[src/rtl/nmi_prop_regs.sv]
module nmi_prop_regs #(
  parameter int NREG = 2,
  parameter int AW = 12,
  parameter logic [AW-1:0] BASE_ADDR = 12'hF80
) (
  input  logic                 clk,
  input  logic                 rst_n,
  input  logic [AW-1:0]        bus_addr,
  input  logic                 bus_wr,
  input  logic                 bus_rd,
  input  logic [31:0]          bus_wdata,
  input  logic                 bus_secure,
  output logic [31:0]          rd_data,
  input  logic                 feat_en,
  input  logic [3:0]           impl_cnt,
  input  logic                 sec_dis,
  input  logic                 aff_en_s,
  input  logic                 aff_en_ns,
  input  logic [32*NREG-1:0]   grp,
  input  logic [32*NREG-1:0]   grp_mod,
  output logic [32*NREG-1:0]   nmi_out
);
  localparam int NINT = 32 * NREG;

  logic [NINT-1:0] flags, elig, acc;
  logic [NREG-1:0] hit;
  logic [31:0]     rd_word;
  logic [9:0]      impl_lim;

  assign impl_lim = {1'b0, impl_cnt, 5'd0};

  for (genvar i = 0; i < NINT; i++) begin : g_bit
    logic sec_int, grp0, aff, impl;
    assign sec_int = !sec_dis && !grp[i];
    assign grp0    = !grp[i] && (sec_dis || !grp_mod[i]);
    assign aff     = (sec_dis || !grp[i]) ? aff_en_s : aff_en_ns;
    assign impl    = feat_en && (10'(i) < impl_lim);
    assign elig[i] = impl && !grp0 && aff;
    assign acc[i]  = elig[i] && (bus_secure || !sec_int);
  end

  for (genvar k = 0; k < NREG; k++) begin : g_word
    assign hit[k] = bus_addr[AW-1:2] == BASE_ADDR[AW-1:2] + (AW-2)'(k);

    always_ff @(posedge clk) begin
      if (!rst_n)
        flags[32*k +: 32] <= '0;
      else if (bus_wr && hit[k])
        flags[32*k +: 32] <= (flags[32*k +: 32] & ~acc[32*k +: 32])
                           | (bus_wdata & acc[32*k +: 32]);
    end
  end

  always_comb begin
    rd_word = '0;
    for (int k = 0; k < NREG; k++)
      if (hit[k]) rd_word = rd_word | (flags[32*k +: 32] & acc[32*k +: 32]);
  end

  always_ff @(posedge clk) begin
    if (!rst_n) rd_data <= '0;
    else        rd_data <= bus_rd ? rd_word : '0;
  end

  assign nmi_out = flags & elig;
endmodule

[config.mk]
export PLATFORM = sky130hd
export DESIGN_NAME = nmi_prop_regs
export DESIGN_NICKNAME = d
export VERILOG_FILES = /design/src/rtl/nmi_prop_regs.sv
export SDC_FILE = /design/constraint.sdc
export NUM_CORES = 1
export LEC_CHECK = 0
export ABC_AREA = 1
export BUFFER_PORTS_ARGS = -buffer_cell sky130_fd_sc_hd__buf_2
export CAP_MARGIN = 40
export CORE_ASPECT_RATIO = 0.8
export CORE_MARGIN = 4
export CORE_UTILIZATION = 48
export CTS_BUF_LIST = sky130_fd_sc_hd__clkbuf_4 sky130_fd_sc_hd__clkbuf_8
export DETAILED_ROUTE_END_ITERATION = 6
export PLACE_DENSITY = 0.8
export SYNTH_ARGS = -nofsm -noshare
export SYNTH_HDL_FRONTEND = slang
export SYNTH_SLANG_ARGS = --single-unit
[constraint.sdc]
create_clock -name clk -period 1.12 [get_ports clk]
set_input_delay 0.056 -clock clk [delete_from_list [all_inputs] [get_ports clk]]
set_output_delay 0.056 -clock clk [all_outputs]
set_load 0.01 [all_outputs]
Word-level counts from Yosys, hierarchy flattened
Index checks and enable logic that the tools add are counted.
{ "classes": {"order_cmp": 64, "eq_ne": 2, "n_mux": 66, "bitwise": 12, "n_reduce_logical": 836} }
{ "op_table": {"columns": ["op", "n"], "rows": [
  ["1-bit logical AND", 386],
  ["6-bit by 9-bit < comparator with 1-bit output (first input constant)", 32],
  ["1-bit logical NOT", 257],
  ["32-bit bitwise AND", 6],
  ["1-bit logical OR", 192],
  ["5-bit by 9-bit < comparator with 1-bit output (first input constant)", 16],
  ["32-bit bitwise OR", 3],
  ["4-bit by 9-bit < comparator with 1-bit output (first input constant)", 8],
  ["64-bit bitwise AND", 1],
  ["1-bit two-way mux", 64],
  ["32-bit two-way mux", 2],
  ["32-bit inverter", 2],
  ["3-bit by 9-bit < comparator with 1-bit output (first input constant)", 4],
  ["10-bit == test (second input constant)", 2],
  ["1-bit by 9-bit < comparator with 1-bit output (first input constant)", 2],
  ["2-bit by 9-bit < comparator with 1-bit output (first input constant)", 2],
  ["2-bit AND reduction", 1]
]} }
{ "totals": {"reg_bits": 96, "inputBits": 185, "out_inout_bits": 96, "elab_cells": 983} }

Depth between registers and ports, before layout
Gate-level depths: netlist (run 1).
{ "depth": {"depth_word": 11, "mapped_depth": 11} }

Worst setup path after synthesis (run 1)
OpenSTA, ideal clock, no wires.
{ "synth_path": {"kind": "in2reg", "startpoint": "in aff_en_ns", "endpoint": "reg with a tool-made name", "t_arrival_ns": 1.061, "path_slack_ns": -0.054, "cell_stages": 9, "path_buffers": 1, "cell_sequence": "inv_2 > buf_1 > nand3_2 > nand2_1 > nor2_2 > nand2_1 > nor2_1 > nor2_1 > nor2_1"} }
{ "synth_lines": {"columns": ["element", "line_no", "source"], "rows": [
  ["start, declared", "18", "input logic aff_en_ns,"]
]} }

Final worst setup path (run 1)
{ "layout_path": {"startpoint": "in sec_dis", "endpoint": "out nmi_out[48]"} }
{ "layout_via": {"elab_chain_len": 6} }
{ "layout_rtl": {"columns": ["element", "line_no", "source"], "rows": [
  ["start, declared", "16", "input logic sec_dis,"],
  ["1-bit logical OR", "35", "assign grp0 = !grp[i] && (sec_dis || !grp_mod[i]);"],
  ["1-bit logical AND", "35", null],
  ["1-bit logical NOT", "38", "assign elig[i] = impl && !grp0 && aff;"],
  ["1-bit logical AND", "38", null],
  ["1-bit logical AND (*)", "38", null],
  ["64-bit bitwise AND (*)", "65", "assign nmi_out = flags & elig;"],
  ["end, declared", "21", "output logic [32*NREG-1:0] nmi_out"]
]} }
Every way passes the cells marked *; elsewhere a longest branch is shown, timed or not.

==> results of run 1 <==
==> critical path, delay by kind of cell <==
| kind | cells | cell delay (ns) |
|---|---|---|
| buffers and inverters | 5 | 0.69 |
| and+or+nand+nor | 4 | 0.50 |
==> placed cells by master, fill, tap and decap left out, types with 33 or more instances in the layout <==
master,count
sky130_fd_sc_hd__buf_4,175
sky130_fd_sc_hd__dfxtp_2,62
sky130_fd_sc_hd__nor2_1,237
sky130_fd_sc_hd__nand3_1,105
sky130_fd_sc_hd__inv_1,128
sky130_fd_sc_hd__a21oi_1,44
sky130_fd_sc_hd__nor3b_2,47
sky130_fd_sc_hd__buf_12,33
sky130_fd_sc_hd__dfxtp_1,34
sky130_fd_sc_hd__nor2_2,34
sky130_fd_sc_hd__nand4_1,73
sky130_fd_sc_hd__nand2_2,75
sky130_fd_sc_hd__buf_2,273
sky130_fd_sc_hd__nand2_1,316
sky130_fd_sc_hd__nand3_2,73
==> worst paths after layout <==
check                start          end  slack [ns]  depth (start not counted)
min          bus_wdata[21]    flip-flop        0.03                          5
min reg2reg      flip-flop  rd_data[21]        0.48                          2
max reg2reg      flip-flop   rd_data[9]        0.23                          4
max                sec_dis  nmi_out[48]       -0.20                          9
==> power by group <==
group	switching, mW	internal (mW)
sequential	0.000190	3.41
clock	1.42	1.54
combinational	2.05	1.46
total	3.47	6.41
==> cells by family (layout without fill, tap and decap cells) <==
kind of cell    after synthesis  in the layout  synth area share [%]
compound gates               96             96                  5.90
buf+inv                     210            678                  10.7
flops                        96             96                  23.6
other cells                   0              1                     0
simple gates               1028           1028                  59.8
==> per-stage QoR <==
stage	utilization (%)	cells	setup slack, ns	total power, mW
4_1_cts	76.2	2066	-0.100	9.19
3_3_place_gp	63.4	1939	-0.264	5.66
5_1_grt	82.4	2119	-0.229	10.2
2_1_floorplan	-	1430	-0.00176	4.75
3_5_place_dp	63.4	1939	-0.286	5.71
6_report	82.4	2119	-0.199	9.88
==> routing by layer <==
metal	GRT usage, %	vias up	wire, um
met5	0	-	0
met4	19.6	0	3020
met3	9.62	366	6270
met2	61.1	1313	19200
met1	45.5	5824	14700
li1	-	5580	-
==> final cells by class <==
cell class	instances	area [um^2]	share of cell area (%)
inverters	132	514	3.76
clock inverters	5	104	0.759
repair inverters	1	16.3	0.119
repair buffers	530	4110	30.0
multi-input cells	1124	6530	47.7
diodes	1	2.50	0.0183
flip-flops and latches	96	2000	14.6
clock buffers	10	138	1.01
well taps	220	275	2.01
==> Yosys cell counts <==
| library cell | n |
|---|---|
| sky130_fd_sc_hd__nor2_2 | 36 |
| sky130_fd_sc_hd__nand2_1 | 394 |
| sky130_fd_sc_hd__buf_2 | 15 |
| sky130_fd_sc_hd__inv_2 | 2 |
| sky130_fd_sc_hd__clkbuf_2 | 1 |
| sky130_fd_sc_hd__buf_1 | 10 |
| sky130_fd_sc_hd__nand3_1 | 158 |
| sky130_fd_sc_hd__buf_4 | 1 |
| sky130_fd_sc_hd__clkbuf_1 | 44 |
| sky130_fd_sc_hd__o21ai_0 | 48 |
| sky130_fd_sc_hd__clkinv_1 | 1 |
| sky130_fd_sc_hd__dfxtp_1 | 96 |
| sky130_fd_sc_hd__nor3b_1 | 64 |
| sky130_fd_sc_hd__nor2_1 | 250 |
| sky130_fd_sc_hd__nor3_2 | 16 |
| sky130_fd_sc_hd__nand4_1 | 73 |
| sky130_fd_sc_hd__inv_1 | 128 |
| sky130_fd_sc_hd__inv_4 | 1 |
| sky130_fd_sc_hd__nand3_2 | 30 |
| sky130_fd_sc_hd__a21oi_1 | 48 |
| sky130_fd_sc_hd__buf_6 | 7 |
| sky130_fd_sc_hd__nor2_4 | 1 |
| sky130_fd_sc_hd__nor3_1 | 6 |
==> what timing repair did <==
action / in CTS / in global routing
pin swaps: 68 / 88
setup endpoints to repair: 64 / 108
hold buffers: 7 / 0
gates resized for setup: 272 / 155
buffers inserted: 100 / 48
endpoints found under the hold margin: 10 / 0
gates cloned: 9 / 6
==> flow_summary.toml, run 1 <==
[outcome]
status = "complete, but fails checks"
violated_checks = "DRC, setup timing"

[floorplan]
floorplan.io_pins = 281
die-area_um2 = 19100
die_width_um = 154
placementRows = 42
initial_cell_density_of_the_core_pct = 49.0
design.core.area_um2 = 16600
die_y_um = 124

[logic_synthesis]
synth_top_area_cell = "sky130_fd_sc_hd__dfxtp_1"
yosys_register_bits = 96
post_synth_main_area_contributors = "sky130_fd_sc_hd__dfxtp_1, sky130_fd_sc_hd__nand2_1, sky130_fd_sc_hd__nor2_1"
post_synth_num_cell_types = 23
synth_top_area_share_pct = 23.6
combined_area_of_all_synthesized_cells_um2 = 8140
mappedNetlistNets = 1615
synthesis_warnings = 0
post_synth.cell_area_avg_um2 = 5.69
synth_seq_area_share_pct = 23.6
synthesis.instances = 1430

[placed_design]
port_buffers = 278
gp_congestion = 0.929
dpl.hpwl_um = 23000
postPlaceCellArea_um2 = 10500

[timing]
final_period_utilization_pct = 118
top_achievable_clock_speed_mhz = 758
slew_violations = 0
timing.final.setup_violations = 84
final_worst_path_setup_slack_ns = -0.199
final_tns_setup_ns = -5.22
finalWorstPathRequiredPeriod_ns = 1.32
worst-slew-pin-transition_ns = 0.374
rsz0062_at_grt = "yes"
final.hold.worst_slack_ns = 0.0252
timing.max_slew.rel_slack_pct = 75.1
report.final.hold_viol_count = 0
worst_clock_skew_ns = 0.0192

[route]
postRouteAntennaNets = 0
drt_first_iter_violations = 1648
vias_per_cell = 6.17
drt_wl_total_um = 43200
avgRoutedWirePerCell_um = 20.4
drc = 11
drt_first_pass_iters = 7
via_count = 13100

[worst_setup_path]
setup.worst_path.start_class = "input pin"
end_kind = "primary output"
critical-path-slowest-cell = "sky130_fd_sc_hd__nor3b_2"
critical_path.max_stage_delay_ns = 0.28
crit_type = "input pin to primary output"
worst_ep_arrival_time_ns = 1.26
crit_path_max_fanout = 6
path_cells = "buf_12 > inv_16 > buf_12 > buf_8 > nand2_1 > nand2_1 > nand3_2 > nor3b_2 > buf_2"
worst_ep_required_time_ns = 1.06

[power_and_ir_drop]
total_leakage_power_nw = 6.85
p_per_area_nw_per_um2 = 722
power.ir.vdd_worst_v = 0.000611

[clocking]
cts.root.buffer_cell = "sky130_fd_sc_hd__clkbuf_8"
clk_pin_slew_ns = 0.11
tritoncts = "built"
htree_levels = 3
worstSkewPairLatency_ns = 0.39
clock-sinks = 96
cts-buffers-inserted = 9
buffer_depth_of_the_longest_clock_path = 2

[global_routing]
grt_first_pass_wirelength_um = 59300
first_global_vias = 12000
overflow = 0
grt_start_max_net_pins = 65
grt_antenna_before_repair = 1
grt.total_usage_pct = 37.5

[hold_path]
timing.hold.worst.class = "input pin to flip-flop"

[run]
cap_viol_max_count = 0

[final_layout]
final_layout_size_suffix_gt1_share_pct = 48.3
fillCellCount = 998
fin_nets = 2079
syn2layout_area_growth_pct = 68.1
post-route-cell-area_um2 = 13700
Note: power is estimated with default switching activity, not from simulation.
==> run 2, diff against run 1 <==
--- a/config.mk
+++ b/config.mk
@@ -13,7 +13,7 @@
 export CORE_UTILIZATION = 48
 export CTS_BUF_LIST = sky130_fd_sc_hd__clkbuf_4 sky130_fd_sc_hd__clkbuf_8
 export DETAILED_ROUTE_END_ITERATION = 6
-export PLACE_DENSITY = 0.8
+export PLACE_DENSITY = 0.76
 export SYNTH_ARGS = -nofsm -noshare
 export SYNTH_HDL_FRONTEND = slang
 export SYNTH_SLANG_ARGS = --single-unit
==> run 2 against run 1 <==
The flow still finishes with violations (DRC, setup timing). Die area unchanged. Critical path depth stayed put. Sequential share of layout area rose by 1.8 points. Clock skew fell by 0.00095 ns. Global-route usage fell by 3.5 points.
==> flow_summary.toml, run 2 (same netlist as run 1, synthesis figures left out) <==
[power_and_ir_drop]
clock_power_share_pct = 28.9
total_leakage_power_nw = 6.10
power.switching_mw = 3.21
combinationalPowerShare_pct = 32.1
cellInternalPower_mw = 5.52
power.ir.vdd_worst_v = 0.000512
p_per_area_nw_per_um2 = 717
power_switching_share_pct = 36.8
power.share.sequential_pct = 39.0

[floorplan]
placementRows = 42
floorplan.io_pins = 281
die_y_um = 124
die-area_um2 = 19100
initial_cell_density_of_the_core_pct = 49.0
die_width_um = 154
design.core.area_um2 = 16600

[route]
vias_per_cell = 5.79
via_count = 11500
postRouteAntennaNets = 0
drc = 6
drt_first_pass_iters = 7
drt_wl_total_um = 36900
avgRoutedWirePerCell_um = 18.6
drt_first_iter_violations = 1332

[placed_design]
port_buffers = 278
gp_congestion = 0.935
dpl.cell_count = 1910
dpl_worst_slack_ns = -0.301
dpl.hpwl_um = 21700

[worst_setup_path]
crit_type = "input pin to primary output"
crit_path_max_fanout = 8
worst_ep_arrival_time_ns = 1.17
end_kind = "primary output"
worst-r2r-setup-slack_ns = 0.24
setup.worst_path.start_class = "input pin"
worst_ep_required_time_ns = 1.06

[timing]
timing.max_slew.rel_slack_pct = 73.1
final_tns_setup_ns = -2.33
final_worst_path_setup_slack_ns = -0.102
worst-slew-pin-transition_ns = 0.403
report.final.hold_viol_count = 0
slew_violations = 0
rsz0062_at_grt = "yes"
top_achievable_clock_speed_mhz = 819
worst_clock_skew_ns = 0.0182
finalWorstPathRequiredPeriod_ns = 1.22
final_period_utilization_pct = 109
timing.final.setup_violations = 54

[global_routing]
grt_start_max_net_pins = 65
grt.total_usage_pct = 34.0
first_global_vias = 10800
overflow = 0
grt_first_pass_wirelength_um = 53700
grt_antenna_before_repair = 1

[clocking]
clk_pin_slew_ns = 0.12
clock-sinks = 96
htree_levels = 3
cts-buffers-inserted = 9
cts.root.buffer_cell = "sky130_fd_sc_hd__clkbuf_8"
worstSkewPairLatency_ns = 0.40
tritoncts = "built"
buffer_depth_of_the_longest_clock_path = 2

[outcome]
status = "complete, but fails checks"
violated_checks = "DRC, setup timing"

[final_layout]
syn2layout_area_growth_pct = 49.6
commonest_non_fill_non_tap_cell_in_the_layout = "sky130_fd_sc_hd__nand2_1"
final_layout_size_suffix_gt1_share_pct = 41.0
fin_nets = 1948
mostFrequentLayoutCells = "sky130_fd_sc_hd__nand2_1, sky130_fd_sc_hd__buf_2, sky130_fd_sc_hd__nor2_1"
fin_cells = 1988
antenna_cells_inserted = 0

[run]
cap_viol_max_count = 0

[hold_path]
timing.hold.worst.class = "input pin to flip-flop"
==> run 2: final cells by class <==
| cell class | count | area (um^2) |
|---|---|---|
| inverter | 132 | 526 |
| clock inverter | 6 | 67.6 |
| timing repair inverter | 1 | 16.3 |
| timing repair buffer | 399 | 2940 |
| multi-input combinational | 1124 | 6230 |
| clock buffer | 10 | 131 |
| sequential | 96 | 2000 |
| tap | 220 | 275 |
| fill | 1345 | 4430 |
==> run 2: routing by layer <==
layer	track usage, %	share of wire [%]
met1	43.0	37
met2	56.3	45
met3	8.23	13
met4	12.9	4.2
met5	0	0.035
==> run 2: path summary, 6_finish.rpt <==
kind | from | to | cells after the start
hold / removal | bus_wdata[24] | flip-flop | 5
setup reg to reg | flip-flop | rd_data[8] | 4
setup / recovery | sec_dis | nmi_out[24] | 9
hold reg to reg | flip-flop | flip-flop | 2
==> run 2: stage by stage <==
step,total power [mW],hold slack (ns),utilization [%],instance area [um^2]
CTS,8.34,0.00363,69.3,11500
global route,9.05,0.0354,73.3,12200
finish,8.74,0.00370,73.3,12200
global placement,5.53,0.397,61.3,10200
floorplan,4.75,0.250,-,8160
detailed placement,5.58,0.403,61.3,10200
==> run 2: power by group through the flow <==
stage / clock (mW) / combinational [mW] / sequential (mW)
4_1_cts: 2.53 / 2.39 / 3.41
3_5_place_dp: 0 / 2.09 / 3.49
2_1_floorplan: 0 / 1.26 / 3.49
5_1_grt: 2.63 / 3.02 / 3.41
6_report: 2.53 / 2.80 / 3.41
3_3_place_gp: 0 / 2.04 / 3.49
==> run 2: timing repair <==
item	in CTS	in global routing
resized for setup	196	120
cloned	6	10
hold buffers	5	0
endpoints found under the setup margin	64	66
buffers inserted	28	19
pin swaps	21	53
endpoints found under the hold margin	7	0
==> run 2: worst max-delay path, stage by stage <==
cell and delay (ns):
sky130_fd_sc_hd__buf_16 0.14, sky130_fd_sc_hd__clkinv_16 0.07, sky130_fd_sc_hd__buf_12 0.14, sky130_fd_sc_hd__buf_8 0.13
sky130_fd_sc_hd__nand2_2 0.05, sky130_fd_sc_hd__nand2_2 0.07, sky130_fd_sc_hd__nand3_2 0.10, sky130_fd_sc_hd__nor3b_4 0.24
sky130_fd_sc_hd__buf_2 0.16
